`config.mk`:
```
export PLATFORM = sky130hd
export DESIGN_NAME = cpwm_gen
export DESIGN_NICKNAME = d
export VERILOG_FILES = /design/src/rtl/cpwm_pkg.sv /design/src/rtl/cpwm_counter.sv /design/src/rtl/cpwm_deadband.sv /design/src/rtl/cpwm_gen.sv
export SDC_FILE = /design/constraint.sdc
export NUM_CORES = 1
export LEC_CHECK = 0
export BUFFER_PORTS_ARGS = -buffer_cell sky130_fd_sc_hd__buf_2
export CAP_MARGIN = 25
export CORE_MARGIN = 10
export CORE_UTILIZATION = 52
export CTS_CLUSTER_SIZE = 14
export DETAILED_ROUTE_END_ITERATION = 8
export GPL_TIMING_DRIVEN = 0
export HOLD_SLACK_MARGIN = 0.05
export PLACE_DENSITY = 0.77
export SLEW_MARGIN = 40
export SYNTH_ARGS = -nofsm -noshare
export SYNTH_HDL_FRONTEND = slang
export SYNTH_SLANG_ARGS = --single-unit
```
`constraint.sdc`:
```
create_clock -name clk -period 2 [get_ports clk]
set_input_delay 0.2 -clock clk [delete_from_list [all_inputs] [get_ports clk]]
set_output_delay 0.2 -clock clk [all_outputs]
set_load 0.01 [all_outputs]
```
`src/rtl/cpwm_pkg.sv`:
```
package cpwm_pkg;
  localparam int unsigned CPWM_CNT_W_DEF = 16;
  localparam int unsigned CPWM_DB_W_DEF  = 8;

  // Output lane indices for the dead-band generate loop
  localparam int unsigned LANE_PRIM = 0;
  localparam int unsigned LANE_COMP = 1;
  localparam int unsigned LANES     = 2;

  // Map an "on" state to a pin level under a given polarity
  function automatic logic level_for(input logic pol, input logic on);
    return pol ^ on;
  endfunction
endpackage

```
`src/rtl/cpwm_counter.sv`:
```
module cpwm_counter #(
  parameter int unsigned CNT_W = 16
) (
  input  logic             clk,
  input  logic             rst_n,
  input  logic             en,
  input  logic [CNT_W-1:0] reload_val,
  input  logic [CNT_W-1:0] match_val,
  output logic             reload_hit,
  output logic             match_hit,
  output logic             raw_on
);
  localparam logic [CNT_W-1:0] ONE = CNT_W'(1);

  logic [CNT_W-1:0] count_q;

  function automatic logic at_top(input logic [CNT_W-1:0] c,
                                  input logic [CNT_W-1:0] top);
    return c >= top;
  endfunction

  function automatic logic match_valid(input logic [CNT_W-1:0] c,
                                       input logic [CNT_W-1:0] m,
                                       input logic [CNT_W-1:0] top);
    return (m != '0) && (m <= top) && (c == m);
  endfunction

  function automatic logic [CNT_W-1:0] next_count(input logic [CNT_W-1:0] c,
                                                  input logic [CNT_W-1:0] top);
    return at_top(c, top) ? ONE : c + ONE;
  endfunction

  assign reload_hit = en && at_top(count_q, reload_val);
  assign match_hit  = en && match_valid(count_q, match_val, reload_val);

  always_ff @(posedge clk or negedge rst_n) begin
    if (!rst_n) begin
      count_q <= ONE;
      raw_on  <= 1'b0;
    end else if (!en) begin
      count_q <= ONE;
      raw_on  <= 1'b0;
    end else begin
      count_q <= next_count(count_q, reload_val);
      if (reload_hit)     raw_on <= 1'b0;   // reload wins over a coincident match
      else if (match_hit) raw_on <= 1'b1;
    end
  end
endmodule

```
`src/rtl/cpwm_deadband.sv`:
```
module cpwm_deadband #(
  parameter int unsigned DB_W   = 8,
  parameter logic        RST_ON = 1'b0
) (
  input  logic            clk,
  input  logic            rst_n,
  input  logic            hold_i,
  input  logic            hold_val_i,
  input  logic            req_i,
  input  logic [DB_W-1:0] db_i,
  output logic            on_o
);
  logic [DB_W-1:0] elapsed_q;

  function automatic logic delay_done(input logic [DB_W-1:0] e,
                                      input logic [DB_W-1:0] d);
    return e >= d;
  endfunction

  always_ff @(posedge clk or negedge rst_n) begin
    if (!rst_n) begin
      on_o      <= RST_ON;
      elapsed_q <= '0;
    end else if (hold_i) begin
      on_o      <= hold_val_i;
      elapsed_q <= '0;
    end else if (!req_i) begin
      on_o      <= 1'b0;
      elapsed_q <= '0;
    end else if (delay_done(elapsed_q, db_i)) begin
      on_o      <= 1'b1;
    end else begin
      elapsed_q <= elapsed_q + 1'b1;
    end
  end
endmodule

```
`src/rtl/cpwm_gen.sv`:
```
module cpwm_gen
  import cpwm_pkg::*;
#(
  parameter int unsigned CNT_W = CPWM_CNT_W_DEF,
  parameter int unsigned DB_W  = CPWM_DB_W_DEF
) (
  input  logic             clk,
  input  logic             rst_n,
  input  logic             en,
  input  logic [CNT_W-1:0] reload_val,
  input  logic [CNT_W-1:0] match_val,
  input  logic             pol,
  input  logic             dual_en,
  input  logic [DB_W-1:0]  db_count,
  output logic             pwm_out,
  output logic             pwm_out_n,
  output logic             reload_pulse
);
  logic reload_hit, match_hit, raw_on;
  logic [LANES-1:0] lane_req, lane_hold, lane_hold_val, lane_on;
  logic prim_on, comp_on;

  cpwm_counter #(.CNT_W(CNT_W)) u_counter (
    .clk        (clk),
    .rst_n      (rst_n),
    .en         (en),
    .reload_val (reload_val),
    .match_val  (match_val),
    .reload_hit (reload_hit),
    .match_hit  (match_hit),
    .raw_on     (raw_on)
  );

  // Primary lane follows the raw request; complement lane its inverse.
  assign lane_req[LANE_PRIM]      = raw_on;
  assign lane_hold[LANE_PRIM]     = !en;
  assign lane_hold_val[LANE_PRIM] = 1'b0;
  assign lane_req[LANE_COMP]      = !raw_on;
  assign lane_hold[LANE_COMP]     = !(en && dual_en);
  assign lane_hold_val[LANE_COMP] = 1'b1;

  for (genvar g = 0; g < LANES; g++) begin : g_lane
    cpwm_deadband #(
      .DB_W   (DB_W),
      .RST_ON (g == LANE_COMP)
    ) u_db (
      .clk        (clk),
      .rst_n      (rst_n),
      .hold_i     (lane_hold[g]),
      .hold_val_i (lane_hold_val[g]),
      .req_i      (lane_req[g]),
      .db_i       (db_count),
      .on_o       (lane_on[g])
    );
  end

  assign prim_on      = lane_on[LANE_PRIM];
  assign comp_on      = lane_on[LANE_COMP];
  assign pwm_out      = level_for(pol, prim_on);
  assign pwm_out_n    = level_for(pol, comp_on);
  assign reload_pulse = reload_hit;
endmodule

```
==> impl_table.tex, run 1 <==
\begin{tabular}{lr}
\hline
Metric & Value \\
\hline
\multicolumn{2}{l}{\textbf{Clocking}} \\
\quad Insertion delay to the later sink of the worst-skew pair & 0.30 ns \\
\quad Number of sinks on the clock net & 35 \\
\quad Root Driver & sky130\_fd\_sc\_hd\_\_clkbuf\_8 \\
\quad CTS tree & built \\
\quad Clk buf depth & 2 \\
\quad Clock input transition at the sequential cells of the worst setup and hold paths & 0.08 ns \\
\quad H-tree levels & 2 \\
\quad Total clock buffers created by CTS & 5 \\
\multicolumn{2}{l}{\textbf{Detailed routing}} \\
\quad Average vias per placed instance & 5.75 \\
\quad Post-route DRC & 0 \\
\quad Number of optimization iterations in the first detailed-route pass & 4 \\
\quad Routed wire length & 8630 um \\
\quad Iter 0 DRT Violations & 135 \\
\quad WL per Instance & 17.4 um \\
\quad Post-route ant nets & 0 \\
\quad Vias after detailed routing & 2858 \\
\multicolumn{2}{l}{\textbf{Placement}} \\
\quad Dpl ws & -0.275 ns \\
\quad Count of input and output buffers & 47 \\
\quad Weighted congestion reported at the end of routability-driven placement & 0.862 \\
\quad Cell area after placement & 0.00333 mm\^{}2 \\
\quad Half-perimeter wire length of the detailed placement result & 5720 um \\
\multicolumn{2}{l}{\textbf{Floorplanning}} \\
\quad Core Region & 0.00554 mm\^{}2 \\
\quad Die Y-Extent & 95.8 um \\
\quad Starting Density & 54.0\% \\
\quad Die ar. & 0.00918 mm\^{}2 \\
\quad Horiz. Die Dim & 95.8 um \\
\quad Top-Level Pins & 48 \\
\quad Number of rows created at floorplan & 27 \\
\multicolumn{2}{l}{\textbf{Synth}} \\
\quad Share of flip-flops with an asynchronous set or reset & 100\% \\
\quad Synth top area share & 27.6\% \\
\quad Share of the yosys chip area belonging to registers & 29.4\% \\
\quad Net Count, Synth & 429 \\
\quad Synth warn & 0 \\
\quad Netlist Area Pre-Place & 0.00299 mm\^{}2 \\
\quad Synthesized area per cell & 8.98 um\^{}2 \\
\quad Ranking of synthesized cells by area & sky130\_fd\_sc\_hd\_\_dfrtp\_1 28\%, sky130\_fd\_sc\_hd\_\_ha\_1 21\%, sky130\_fd\_sc\_hd\_\_xnor2\_1 9.1\% \\
\quad Number of flops mapped to enable cells by yosys & 0 \\
\quad Ys flop type & sky130\_fd\_sc\_hd\_\_dfrtp\_1 \\
\quad Flip-flop and latch count after synthesis & 35 \\
\quad Biggest area consumer among synthesized cells & sky130\_fd\_sc\_hd\_\_dfrtp\_1 \\
\quad Number of distinct library cells after synthesis & 47 \\
\quad Synth Instances & 333 \\
\multicolumn{2}{l}{\textbf{Worst setup path}} \\
\quad Critical Path End Type & output pin \\
\quad Worst Path Max Fanout & 6 \\
\quad Data required, critical path & 1.80 ns \\
\quad Worst setup path category & flip-flop to output pin \\
\quad Critical Path Start Type & flip-flop \\
\quad Data arrival time of the worst path & 2.15 ns \\
\multicolumn{2}{l}{\textbf{Timing}} \\
\quad Final max-slew violation count & 0 \\
\quad Worst Tran Pin Value & 0.452 ns \\
\quad Final hold violations & 0 \\
\quad Highest clock frequency the design can meet & 426 MHz \\
\quad Minimum clock period & 2.35 ns \\
\quad Final setup fails & 18 \\
\quad Final setup skew & 0.00913 ns \\
\quad Worst-case headroom to the max-slew limit & 69.9\% \\
\quad Final clock period utilization by the worst path & 117\% \\
\quad Setup repair after global routing missed its margin & yes \\
\quad Min setup slack post-route & -0.349 ns \\
\multicolumn{2}{l}{\textbf{Cells and area}} \\
\quad Area of all placed cells without fillers & 0.00404 mm\^{}2 \\
\quad Count of antenna diodes in the layout & 0 \\
\quad Most common cell after layout, fill and taps aside & sky130\_fd\_sc\_hd\_\_buf\_2 \\
\quad Area delta synth->final & 35.3\% \\
\quad Final core utilization & 73.0\% \\
\quad Final \#Nets & 520 \\
\quad Most used cells in the layout excluding fill and tap cells & 46 x sky130\_fd\_sc\_hd\_\_buf\_2, 43 x sky130\_fd\_sc\_hd\_\_ha\_1, 33 x sky130\_fd\_sc\_hd\_\_buf\_4 \\
\quad Share of cells above drive strength 1 & 36.2\% \\
\multicolumn{2}{l}{\textbf{Flow run}} \\
\quad Max-cap violation count & 0 \\
\multicolumn{2}{l}{\textbf{GRT}} \\
\quad Initial antenna violation count & 0 \\
\quad Total congestion overflow & 0 \\
\quad Maximum number of pins on one net before global-route repair & 36 \\
\quad Number of global-route vias before repair & 2927 \\
\quad Global-route wire length before repair & 13300 um \\
\quad Combined global-route utilization of all metal layers & 17.9\% \\
\multicolumn{2}{l}{\textbf{Power and ir drop}} \\
\quad Overall Power & 1.62 mW \\
\quad P\_int & 1.13 mW \\
\quad Combinational Power Share & 22.1\% \\
\quad Power density over cell area & 401 mW/mm\^{}2 \\
\quad Worst IR drop on VDD & 241 uV \\
\quad Clk network pwr share & 32.6\% \\
\quad Relative contribution of sequential cells to total power & 45.3\% \\
\quad P\_leak & 1.93 nW \\
\quad Switching share of total power & 30.4\% \\
\quad Net switching power & 0.492 mW \\
\multicolumn{2}{l}{\textbf{Min path}} \\
\quad Worst hold-check path type & primary input to flip-flop \\
\multicolumn{2}{l}{\textbf{Status}} \\
\quad Violated checks & setup timing \\
\quad Status & finished with violations \\
\hline
\end{tabular}
stage by stage:
| stage | setup TNS, ns | instances | hold slack [ns] |
|---|---|---|---|
| detailed placement | -5.31 | 452 | 0.311 |
| finish | -3.82 | 497 | 0.0812 |
| global placement | -4.78 | 452 | 0.309 |
| global route | -5.24 | 497 | 0.0965 |
| CTS | -3.25 | 480 | 0.0784 |
| floorplan | -0.266 | 333 | -0.0956 |
power by group through the flow:
stage | clock network, mW | logic, mW | registers (mW)
3_5_place_dp | 0 | 0.278 | 0.749
6_report | 0.528 | 0.358 | 0.734
2_1_floorplan | 0 | 0.162 | 0.744
5_1_grt | 0.565 | 0.398 | 0.735
4_1_cts | 0.530 | 0.307 | 0.733
3_3_place_gp | 0 | 0.266 | 0.749
what timing repair did:
| action | CTS | global route |
|---|---|---|
| endpoints found under the hold margin | 33 | 0 |
| endpoints found under the setup margin | 31 | 30 |
| resized for setup | 26 | 46 |
| setup buffers | 20 | 15 |
| gates cloned | 1 | 2 |
| pin swaps | 13 | 35 |
| hold buffers | 1 | 0 |
synth_stat cells (2+ instances only):
cell type                  count
sky130_fd_sc_hd__xor2_1       10
sky130_fd_sc_hd__a21oi_1      17
sky130_fd_sc_hd__a21o_1        8
sky130_fd_sc_hd__inv_1        30
sky130_fd_sc_hd__nor2_1       36
sky130_fd_sc_hd__ha_1         51
sky130_fd_sc_hd__clkbuf_1      2
sky130_fd_sc_hd__nor4_1        6
sky130_fd_sc_hd__o211ai_1      2
sky130_fd_sc_hd__a211oi_1      2
sky130_fd_sc_hd__o21ai_0       8
sky130_fd_sc_hd__dfstp_2       2
sky130_fd_sc_hd__nor2b_1       2
sky130_fd_sc_hd__nor3_1        9
sky130_fd_sc_hd__nand3_1      11
sky130_fd_sc_hd__and3_1        5
sky130_fd_sc_hd__nand4_1      11
sky130_fd_sc_hd__a31oi_1       2
sky130_fd_sc_hd__nor3_2        2
sky130_fd_sc_hd__a221o_1       2
sky130_fd_sc_hd__nand2b_1      5
sky130_fd_sc_hd__nand2_1      20
sky130_fd_sc_hd__xnor2_1      31
sky130_fd_sc_hd__dfrtp_1      33
sky130_fd_sc_hd__or3_1         4
routing by layer:
metal  vias up  part of all wire [%]  global-route usage [%]  wire, um
met1      1394                    41                    20.0      3560
met5         -                     0                       0         0
met2        81                    52                    31.7      4460
met4         0                   2.8                    8.48       242
li1       1363                     -                       -         -
met3        20                   4.3                    3.97       372
worst max-delay path: stages (launching register included):
cell                       delay (ns)
sky130_fd_sc_hd__dfrtp_1         0.48
sky130_fd_sc_hd__ha_1            0.32
sky130_fd_sc_hd__nand2_1         0.09
sky130_fd_sc_hd__nor3_4          0.24
sky130_fd_sc_hd__o2111a_1        0.24
sky130_fd_sc_hd__o31ai_2         0.09
sky130_fd_sc_hd__a31oi_1         0.21
sky130_fd_sc_hd__buf_2           0.19
logic make-up after synthesis:
group / Yosys count / share of synthesized area [%]
AOI/OAI and AO/OA: 52 / 11.7
DFF: 35 / 29.4
xor gates and xnor gates: 41 / 12.0
and+or+nand+nor: 119 / 20.7
muxes: 1 / 0.335
buffers and inverters: 34 / 4.56
adders and majority gates: 51 / 21.3
path summary, 6_finish.rpt:
| path | end | slack [ns] | start | cells after the start |
|---|---|---|---|---|
| worst max-delay path | reload_pulse | -0.35 | u_counter.count_q[10] | 7 |
| worst max register to register | u_counter.count_q[11] | -0.23 | u_counter.count_q[0] | 10 |
| max in group asynchronous | u_counter.count_q[11] | 1.25 | rst_n | 2 |
| worst min register to register | g_lane[0].u_db.on_o | 0.56 | g_lane[0].u_db.on_o | 2 |
| min in group asynchronous | g_lane[1].u_db.elapsed_q[0] | 0.39 | rst_n | 2 |
| worst min-delay path | g_lane[1].u_db.on_o | 0.08 | dual_en | 2 |
sequential cells by signal (all words and copies together), names as in the netlist:
name and count:
g_lane.u_db.elapsed_q 16, u_counter.count_q 16, g_lane.u_db.on_o 2, u_counter.raw_on 1
cell type report:
class	instances	area (um^2)
clock inverter	3	20.0
fill	414	1500
timing repair buffer	84	533
clock buffer	5	68.8
tap	72	90.1
inverter	30	113
buffer	2	30.0
sequential	35	886
multi-input combinational	266	2300
Note: power is estimated with default switching activity, not from simulation.
==> run 2, diff against run 1 <==
--- a/config.mk
+++ b/config.mk
@@ -17,4 +17,5 @@
 export SLEW_MARGIN = 40
 export SYNTH_ARGS = -nofsm -noshare
 export SYNTH_HDL_FRONTEND = slang
+export SYNTH_HIERARCHICAL = 1
 export SYNTH_SLANG_ARGS = --single-unit
==> impl_table.tex, run 2 <==
\begin{tabular}{lr}
\hline
Metric & Value \\
\hline
\multicolumn{2}{l}{\textbf{Status}} \\
\quad Status & finished with violations \\
\quad Violated checks & setup timing \\
\multicolumn{2}{l}{\textbf{Clocking}} \\
\quad Total clock buffers created by CTS & 5 \\
\quad Clock input transition at the sequential cells of the worst setup and hold paths & 0.07 ns \\
\quad Number of sinks on the clock net & 35 \\
\quad Insertion delay to the later sink of the worst-skew pair & 0.28 ns \\
\quad CTS tree & built \\
\quad Root Driver & sky130\_fd\_sc\_hd\_\_clkbuf\_8 \\
\quad H-tree levels & 2 \\
\quad Clk buf depth & 2 \\
\multicolumn{2}{l}{\textbf{Worst setup path}} \\
\quad Logic depth of the worst register-to-register path & 10 \\
\quad RR Startpoint & u\_counter/count\_q[0] \\
\quad Worst setup path category & flip-flop to output pin \\
\quad Flop2flop setup slack & -0.18 ns \\
\quad Data required, critical path & 1.80 ns \\
\quad Data arrival time of the worst path & 2.15 ns \\
\quad RR Endpoint & u\_counter/count\_q[0] \\
\quad Critical Path Start Type & flip-flop \\
\quad Worst Path Max Fanout & 2 \\
\quad Critical Path End Type & output pin \\
\multicolumn{2}{l}{\textbf{GRT}} \\
\quad Total congestion overflow & 0 \\
\quad Initial antenna violation count & 0 \\
\quad Combined global-route utilization of all metal layers & 15.1\% \\
\quad Number of global-route vias before repair & 2733 \\
\quad Global-route wire length before repair & 12400 um \\
\quad Maximum number of pins on one net before global-route repair & 36 \\
\multicolumn{2}{l}{\textbf{Timing}} \\
\quad Final clock period utilization by the worst path & 118\% \\
\quad Final max-slew violation count & 0 \\
\quad Highest clock frequency the design can meet & 425 MHz \\
\quad Final setup fails & 18 \\
\quad Final hold violations & 0 \\
\quad Min setup slack post-route & -0.351 ns \\
\quad Final setup skew & 0.00304 ns \\
\quad Setup TNS Final & -2.42 ns \\
\quad Minimum clock period & 2.35 ns \\
\quad Setup repair after global routing missed its margin & yes \\
\multicolumn{2}{l}{\textbf{Power and ir drop}} \\
\quad Switching share of total power & 28.6\% \\
\quad Worst IR drop on VDD & 289 uV \\
\quad Clk network pwr share & 32.2\% \\
\quad Relative contribution of sequential cells to total power & 45.6\% \\
\quad Overall Power & 1.63 mW \\
\quad P\_leak & 1.87 nW \\
\quad Combinational Power Share & 22.2\% \\
\quad P\_int & 1.16 mW \\
\quad Power density over cell area & 435 mW/mm\^{}2 \\
\quad Net switching power & 0.465 mW \\
\multicolumn{2}{l}{\textbf{Floorplanning}} \\
\quad Core Region & 0.00585 mm\^{}2 \\
\quad Top-Level Pins & 48 \\
\quad Number of rows created at floorplan & 28 \\
\quad Horiz. Die Dim & 97.3 um \\
\quad Die Y-Extent & 97.3 um \\
\quad Die ar. & 0.00946 mm\^{}2 \\
\quad Starting Density & 53.1\% \\
\multicolumn{2}{l}{\textbf{Placement}} \\
\quad Half-perimeter wire length of the detailed placement result & 5770 um \\
\quad Cell total after placement & 469 \\
\quad Weighted congestion reported at the end of routability-driven placement & 0.807 \\
\quad Dpl ws & -0.250 ns \\
\quad Count of input and output buffers & 47 \\
\multicolumn{2}{l}{\textbf{Synth}} \\
\quad Synthesized area per cell & 8.95 um\^{}2 \\
\quad Synth warn & 6 \\
\quad Synth Instances & 347 \\
\quad Net Count, Synth & 443 \\
\quad Netlist Area Pre-Place & 0.00310 mm\^{}2 \\
\multicolumn{2}{l}{\textbf{Cells and area}} \\
\quad Layout Cells excl Fill & 487 \\
\quad Fillcell total & 483 \\
\quad Largest regs & g\_lane.u\_db/elapsed\_q (16), u\_counter/count\_q (16), g\_lane.u\_db/on\_o (2) \\
\quad Share of cells above drive strength 1 & 23.8\% \\
\quad Count of antenna diodes in the layout & 0 \\
\quad Area delta synth->final & 20.3\% \\
\quad Multi-input gate area in the final layout & 0.00214 mm\^{}2 \\
\quad Most common cell after layout, fill and taps aside & sky130\_fd\_sc\_hd\_\_ha\_1 \\
\quad Most used cells in the layout excluding fill and tap cells & 49 x sky130\_fd\_sc\_hd\_\_ha\_1, 47 x sky130\_fd\_sc\_hd\_\_buf\_2, 38 x sky130\_fd\_sc\_hd\_\_inv\_1 \\
\quad Final \#Nets & 508 \\
\quad Sequential Area & 880 um\^{}2 \\
\multicolumn{2}{l}{\textbf{Min path}} \\
\quad Startpoint of the tightest hold check path & dual\_en \\
\quad Cell count of the worst hold path & 4 \\
\quad Worst Hold Endpoint & g\_lane[1].u\_db/on\_o \\
\quad Worst hold-check path type & primary input to flip-flop \\
\multicolumn{2}{l}{\textbf{Flow run}} \\
\quad Max-cap violation count & 0 \\
\multicolumn{2}{l}{\textbf{Detailed routing}} \\
\quad Number of optimization iterations in the first detailed-route pass & 4 \\
\quad Vias after detailed routing & 2666 \\
\quad Iter 0 DRT Violations & 146 \\
\quad Average vias per placed instance & 5.47 \\
\quad Post-route DRC & 0 \\
\quad Post-route ant nets & 0 \\
\quad WL per Instance & 15.2 um \\
\quad Routed wire length & 7410 um \\
\hline
\end{tabular}
run 2: cell types whose count changed in the layout (fill, tap and decap cells not counted), sizes merged, moves of 5 or more:
cell   before  now
buf        85   60
nor2       36   24
nor3       11    0
o21ai       9   20
inv        30   40
xnor2      31   21
a21o        8    2
or3         4   10
a211o       0    5
nand4      12   17
run 2: area by class of cell:
cell class / count / share of cell area (%)
Buffer: 3 / 0.905
Clock buffer: 6 / 2.21
Clock inverter: 1 / 0.134
Inverter: 40 / 4.02
Multi-Input combinational cell: 269 / 57.3
Sequential cell: 35 / 23.6
Tap cell: 75 / 2.51
Timing Repair Buffer: 58 / 9.41
run 2: repair_timing:
| item | in CTS | in global routing |
|---|---|---|
| resized for setup | 10 | 11 |
| endpoints found under the setup margin | 20 | 35 |
| cloned | 1 | 1 |
| pin swaps | 7 | 2 |
| setup buffers | 6 | 2 |
| hold endpoints to repair | 33 | 0 |
| hold buffers | 1 | 0 |
run 2: routing by layer:
metal	vias to the layer above	track usage, %	part of all wire, %
met5	-	0	0
met4	0	4.36	1.7
met3	15	2.56	2.8
met2	38	27.3	52
met1	1254	17.8	44
li1	1359	-	-
run 2: worst max-delay path by stage:
stage | startpoint | to | depth (start not counted)
5_1_grt | u_counter/count_q[0] | reload_pulse | 9
2_1_floorplan | u_counter/count_q[0] | u_counter/count_q[6] | 9
4_1_cts | u_counter/count_q[0] | reload_pulse | 9
6_report | u_counter/count_q[0] | reload_pulse | 9
3_3_place_gp | u_counter/count_q[0] | reload_pulse | 9
3_5_place_dp | u_counter/count_q[0] | reload_pulse | 9
run 2: stage by stage:
step                      area, um^2  hold slack (ns)  utilization [%]
after floorplan                 3120          -0.0956                -
after global placement          3450            0.322             58.9
after detailed placement        3450            0.335             58.9
after CTS                       3650            0.195             62.3
after global routing            3730            0.226             63.8
final                           3730            0.191             63.8
run 2: power groups by stage:
stage	logic, mW	clock network, mW	registers [mW]
after floorplan	0.193	0	0.751
after global routing	0.404	0.562	0.743
final	0.361	0.524	0.741
after CTS	0.342	0.534	0.742
after global placement	0.302	0	0.757
after detailed placement	0.315	0	0.758
run 2: worst max-delay path: stages (launching register included):
cell and delay (ns):
sky130_fd_sc_hd__dfstp_2 0.54, sky130_fd_sc_hd__inv_2 0.05, sky130_fd_sc_hd__ha_4 0.20, sky130_fd_sc_hd__nand2b_4 0.14, sky130_fd_sc_hd__a21oi_4 0.12, sky130_fd_sc_hd__o21ai_2 0.09
sky130_fd_sc_hd__a2111oi_4 0.33, sky130_fd_sc_hd__o21ai_1 0.11, sky130_fd_sc_hd__and2_1 0.16, sky130_fd_sc_hd__buf_2 0.13
==> run 3, diff against run 2 <==
--- a/config.mk
+++ b/config.mk
@@ -5,15 +5,15 @@
 export SDC_FILE = /design/constraint.sdc
 export NUM_CORES = 1
 export LEC_CHECK = 0
-export BUFFER_PORTS_ARGS = -buffer_cell sky130_fd_sc_hd__buf_2
 export CAP_MARGIN = 25
 export CORE_MARGIN = 10
-export CORE_UTILIZATION = 52
+export CORE_UTILIZATION = 58
 export CTS_CLUSTER_SIZE = 14
 export DETAILED_ROUTE_END_ITERATION = 8
+export DONT_BUFFER_PORTS = 1
 export GPL_TIMING_DRIVEN = 0
 export HOLD_SLACK_MARGIN = 0.05
-export PLACE_DENSITY = 0.77
+export PLACE_DENSITY = 0.76
 export SLEW_MARGIN = 40
 export SYNTH_ARGS = -nofsm -noshare
 export SYNTH_HDL_FRONTEND = slang
==> impl_table.tex, run 3 (synthesis results as in run 2) <==
\begin{tabular}{lr}
\hline
Metric & Value \\
\hline
\multicolumn{2}{l}{\textbf{Placement}} \\
\quad Weighted congestion reported at the end of routability-driven placement & 0.913 \\
\quad Half-perimeter wire length of the detailed placement result & 5530 um \\
\quad Dpl ws & -0.203 ns \\
\quad Count of input and output buffers & 0 \\
\multicolumn{2}{l}{\textbf{Timing}} \\
\quad Final setup fails & 17 \\
\quad Final setup skew & 0.00475 ns \\
\quad Final clock period utilization by the worst path & 111\% \\
\quad Final max-slew violation count & 0 \\
\quad Setup TNS Final & -2.39 ns \\
\quad Min setup slack post-route & -0.212 ns \\
\quad Setup repair after global routing missed its margin & yes \\
\quad Minimum clock period & 2.21 ns \\
\quad Highest clock frequency the design can meet & 452 MHz \\
\quad Final hold violations & 0 \\
\multicolumn{2}{l}{\textbf{Clocking}} \\
\quad Clk buf depth & 2 \\
\quad Total clock buffers created by CTS & 5 \\
\quad Clock input transition at the sequential cells of the worst setup and hold paths & 0.07 ns \\
\quad Root Driver & sky130\_fd\_sc\_hd\_\_clkbuf\_8 \\
\quad H-tree levels & 2 \\
\quad Number of sinks on the clock net & 35 \\
\quad CTS tree & built \\
\quad Insertion delay to the later sink of the worst-skew pair & 0.28 ns \\
\multicolumn{2}{l}{\textbf{GRT}} \\
\quad Maximum number of pins on one net before global-route repair & 36 \\
\quad Total congestion overflow & 0 \\
\quad Initial antenna violation count & 0 \\
\quad Global-route wire length before repair & 12200 um \\
\quad Number of global-route vias before repair & 2563 \\
\quad Combined global-route utilization of all metal layers & 16.9\% \\
\multicolumn{2}{l}{\textbf{Worst setup path}} \\
\quad Ordered list of cells on the worst path & inv\_2 -> ha\_4 -> nand2b\_4 -> a21oi\_4 -> o21ai\_2 -> a2111oi\_4 -> o21ai\_1 -> and2\_4 \\
\quad Data arrival time of the worst path & 2.01 ns \\
\quad Worst Path Max Fanout & 2 \\
\quad Number of buffer and inverter stages on the critical path & 1 \\
\quad Data required, critical path & 1.80 ns \\
\quad Critical Path Start Type & flip-flop \\
\quad Critical Path End Type & output pin \\
\quad Dominant delay contributor by cell family on the critical path & compound AO/OA/AOI/OAI gates \\
\quad Worst stage delay on the critical path & 0.54 ns \\
\quad Critical-path top delay cell & sky130\_fd\_sc\_hd\_\_dfstp\_2 \\
\quad Worst setup path category & flip-flop to output pin \\
\multicolumn{2}{l}{\textbf{Detailed routing}} \\
\quad Iter 0 DRT Violations & 139 \\
\quad Number of optimization iterations in the first detailed-route pass & 4 \\
\quad Vias after detailed routing & 2536 \\
\quad Post-route DRC & 0 \\
\quad Post-route ant nets & 0 \\
\quad Average vias per placed instance & 5.79 \\
\quad WL per Instance & 16.7 um \\
\quad Routed wire length & 7320 um \\
\multicolumn{2}{l}{\textbf{Floorplanning}} \\
\quad Number of rows created at floorplan & 26 \\
\quad Starting Density & 60.4\% \\
\quad Core Region & 0.00514 mm\^{}2 \\
\quad Top-Level Pins & 48 \\
\quad Die Y-Extent & 93.2 um \\
\quad Die ar. & 0.00868 mm\^{}2 \\
\quad Horiz. Die Dim & 93.2 um \\
\multicolumn{2}{l}{\textbf{Power and ir drop}} \\
\quad Switching share of total power & 26.8\% \\
\quad Net switching power & 0.433 mW \\
\quad Power density over cell area & 449 mW/mm\^{}2 \\
\quad Worst IR drop on VDD & 547 uV \\
\quad Clk network pwr share & 34.6\% \\
\quad Combinational Power Share & 19.4\% \\
\quad P\_int & 1.18 mW \\
\quad Relative contribution of sequential cells to total power & 46.0\% \\
\quad P\_leak & 1.70 nW \\
\multicolumn{2}{l}{\textbf{Cells and area}} \\
\quad Fillcell total & 443 \\
\quad Final \#Nets & 463 \\
\quad Count of antenna diodes in the layout & 0 \\
\quad Share of cells above drive strength 1 & 16.6\% \\
\quad Sequential Area & 881 um\^{}2 \\
\quad Multi-input gate area in the final layout & 0.00220 mm\^{}2 \\
\quad Area delta synth->final & 15.7\% \\
\quad Most used cells in the layout excluding fill and tap cells & 48 x sky130\_fd\_sc\_hd\_\_ha\_1, 38 x sky130\_fd\_sc\_hd\_\_inv\_1, 31 x sky130\_fd\_sc\_hd\_\_dfrtp\_1 \\
\quad Most common cell after layout, fill and taps aside & sky130\_fd\_sc\_hd\_\_ha\_1 \\
\quad Largest regs & g\_lane.u\_db/elapsed\_q (16), u\_counter/count\_q (16), g\_lane.u\_db/on\_o (2) \\
\multicolumn{2}{l}{\textbf{Status}} \\
\quad Violated checks & setup timing \\
\quad Status & finished with violations \\
\multicolumn{2}{l}{\textbf{Min path}} \\
\quad Worst hold-check path type & primary input to flip-flop \\
\multicolumn{2}{l}{\textbf{Flow run}} \\
\quad Max-cap violation count & 0 \\
\hline
\end{tabular}
## run 3: cell types whose count changed in the layout (fill, tap and decap cells not counted), sizes merged
cell,previous run,this run
buf,60,14
clkbuf,6,9
clkinv,1,0
## run 3: final timing paths
check                                      from                          end  slack [ns]  cells after the start
setup / recovery           u_counter/count_q[0]                 reload_pulse       -0.21                      8
hold / removal                               en          g_lane[1].u_db/on_o        0.08                      3
setup reg to reg           u_counter/count_q[0]         u_counter/count_q[6]       -0.18                     10
hold reg to reg             g_lane[0].u_db/on_o          g_lane[0].u_db/on_o        0.53                      2
max in group asynchronous                 rst_n         u_counter/count_q[0]        1.38                      2
min in group asynchronous                 rst_n  g_lane[0].u_db/elapsed_q[6]        0.37                      2
## run 3: timing repair
| item | in CTS | in global routing |
|---|---|---|
| gates resized for setup | 19 | 16 |
| hold endpoints to repair | 35 | 0 |
| gates cloned | 2 | 0 |
| pin swaps | 9 | 7 |
| setup buffers | 7 | 2 |
| hold buffers | 2 | 0 |
| endpoints found under the setup margin | 27 | 33 |
## run 3: power by group through the flow
stage,Sequential (mW),Clock [mW],Combinational (mW)
2_1_floorplan,0.751,0,0.193
3_3_place_gp,0.757,0,0.227
3_5_place_dp,0.758,0,0.238
4_1_cts,0.741,0.569,0.291
5_1_grt,0.743,0.621,0.352
6_report,0.742,0.559,0.313
## run 3: per-stage QoR
step	instances	utilization (%)	instance area, um^2	hold slack (ns)	power (mW)
after floorplan	347	-	3120	-0.0956	0.944
after global placement	417	62.3	3200	-0.0943	0.984
after detailed placement	417	62.3	3200	-0.0942	0.995
after CTS	436	68.3	3510	0.0777	1.60
after global routing	438	69.9	3590	0.106	1.72
final	438	69.9	3590	0.0811	1.61
## run 3: routing by layer
metal	vias up	track usage, %	part of all wire, %
met1	1194	22.0	45
met2	69	28.4	49
met3	7	3.12	5.7
met5	-	0	0
met4	0	3.86	0.46
li1	1266	-	-
## run 3: worst reg2reg max path, delay by kind of cell (launching register included)
family | cells | cell delay (ns)
AO/OA/AOI/OAI | 4 | 0.68
flip-flops | 1 | 0.54
adder cells (fa/ha/maj) | 1 | 0.25
buffers and inverters | 3 | 0.44
AND/OR/NAND/NOR | 2 | 0.16
## run 3: cell type report
cell class	count	share of cell area, %
repair buffers	13	3.87
plain buffers	3	0.836
multi-input cells	269	61.4
clock buffers	8	2.79
well taps	70	2.44
inverters	40	4.18
flip-flops and latches	35	24.5
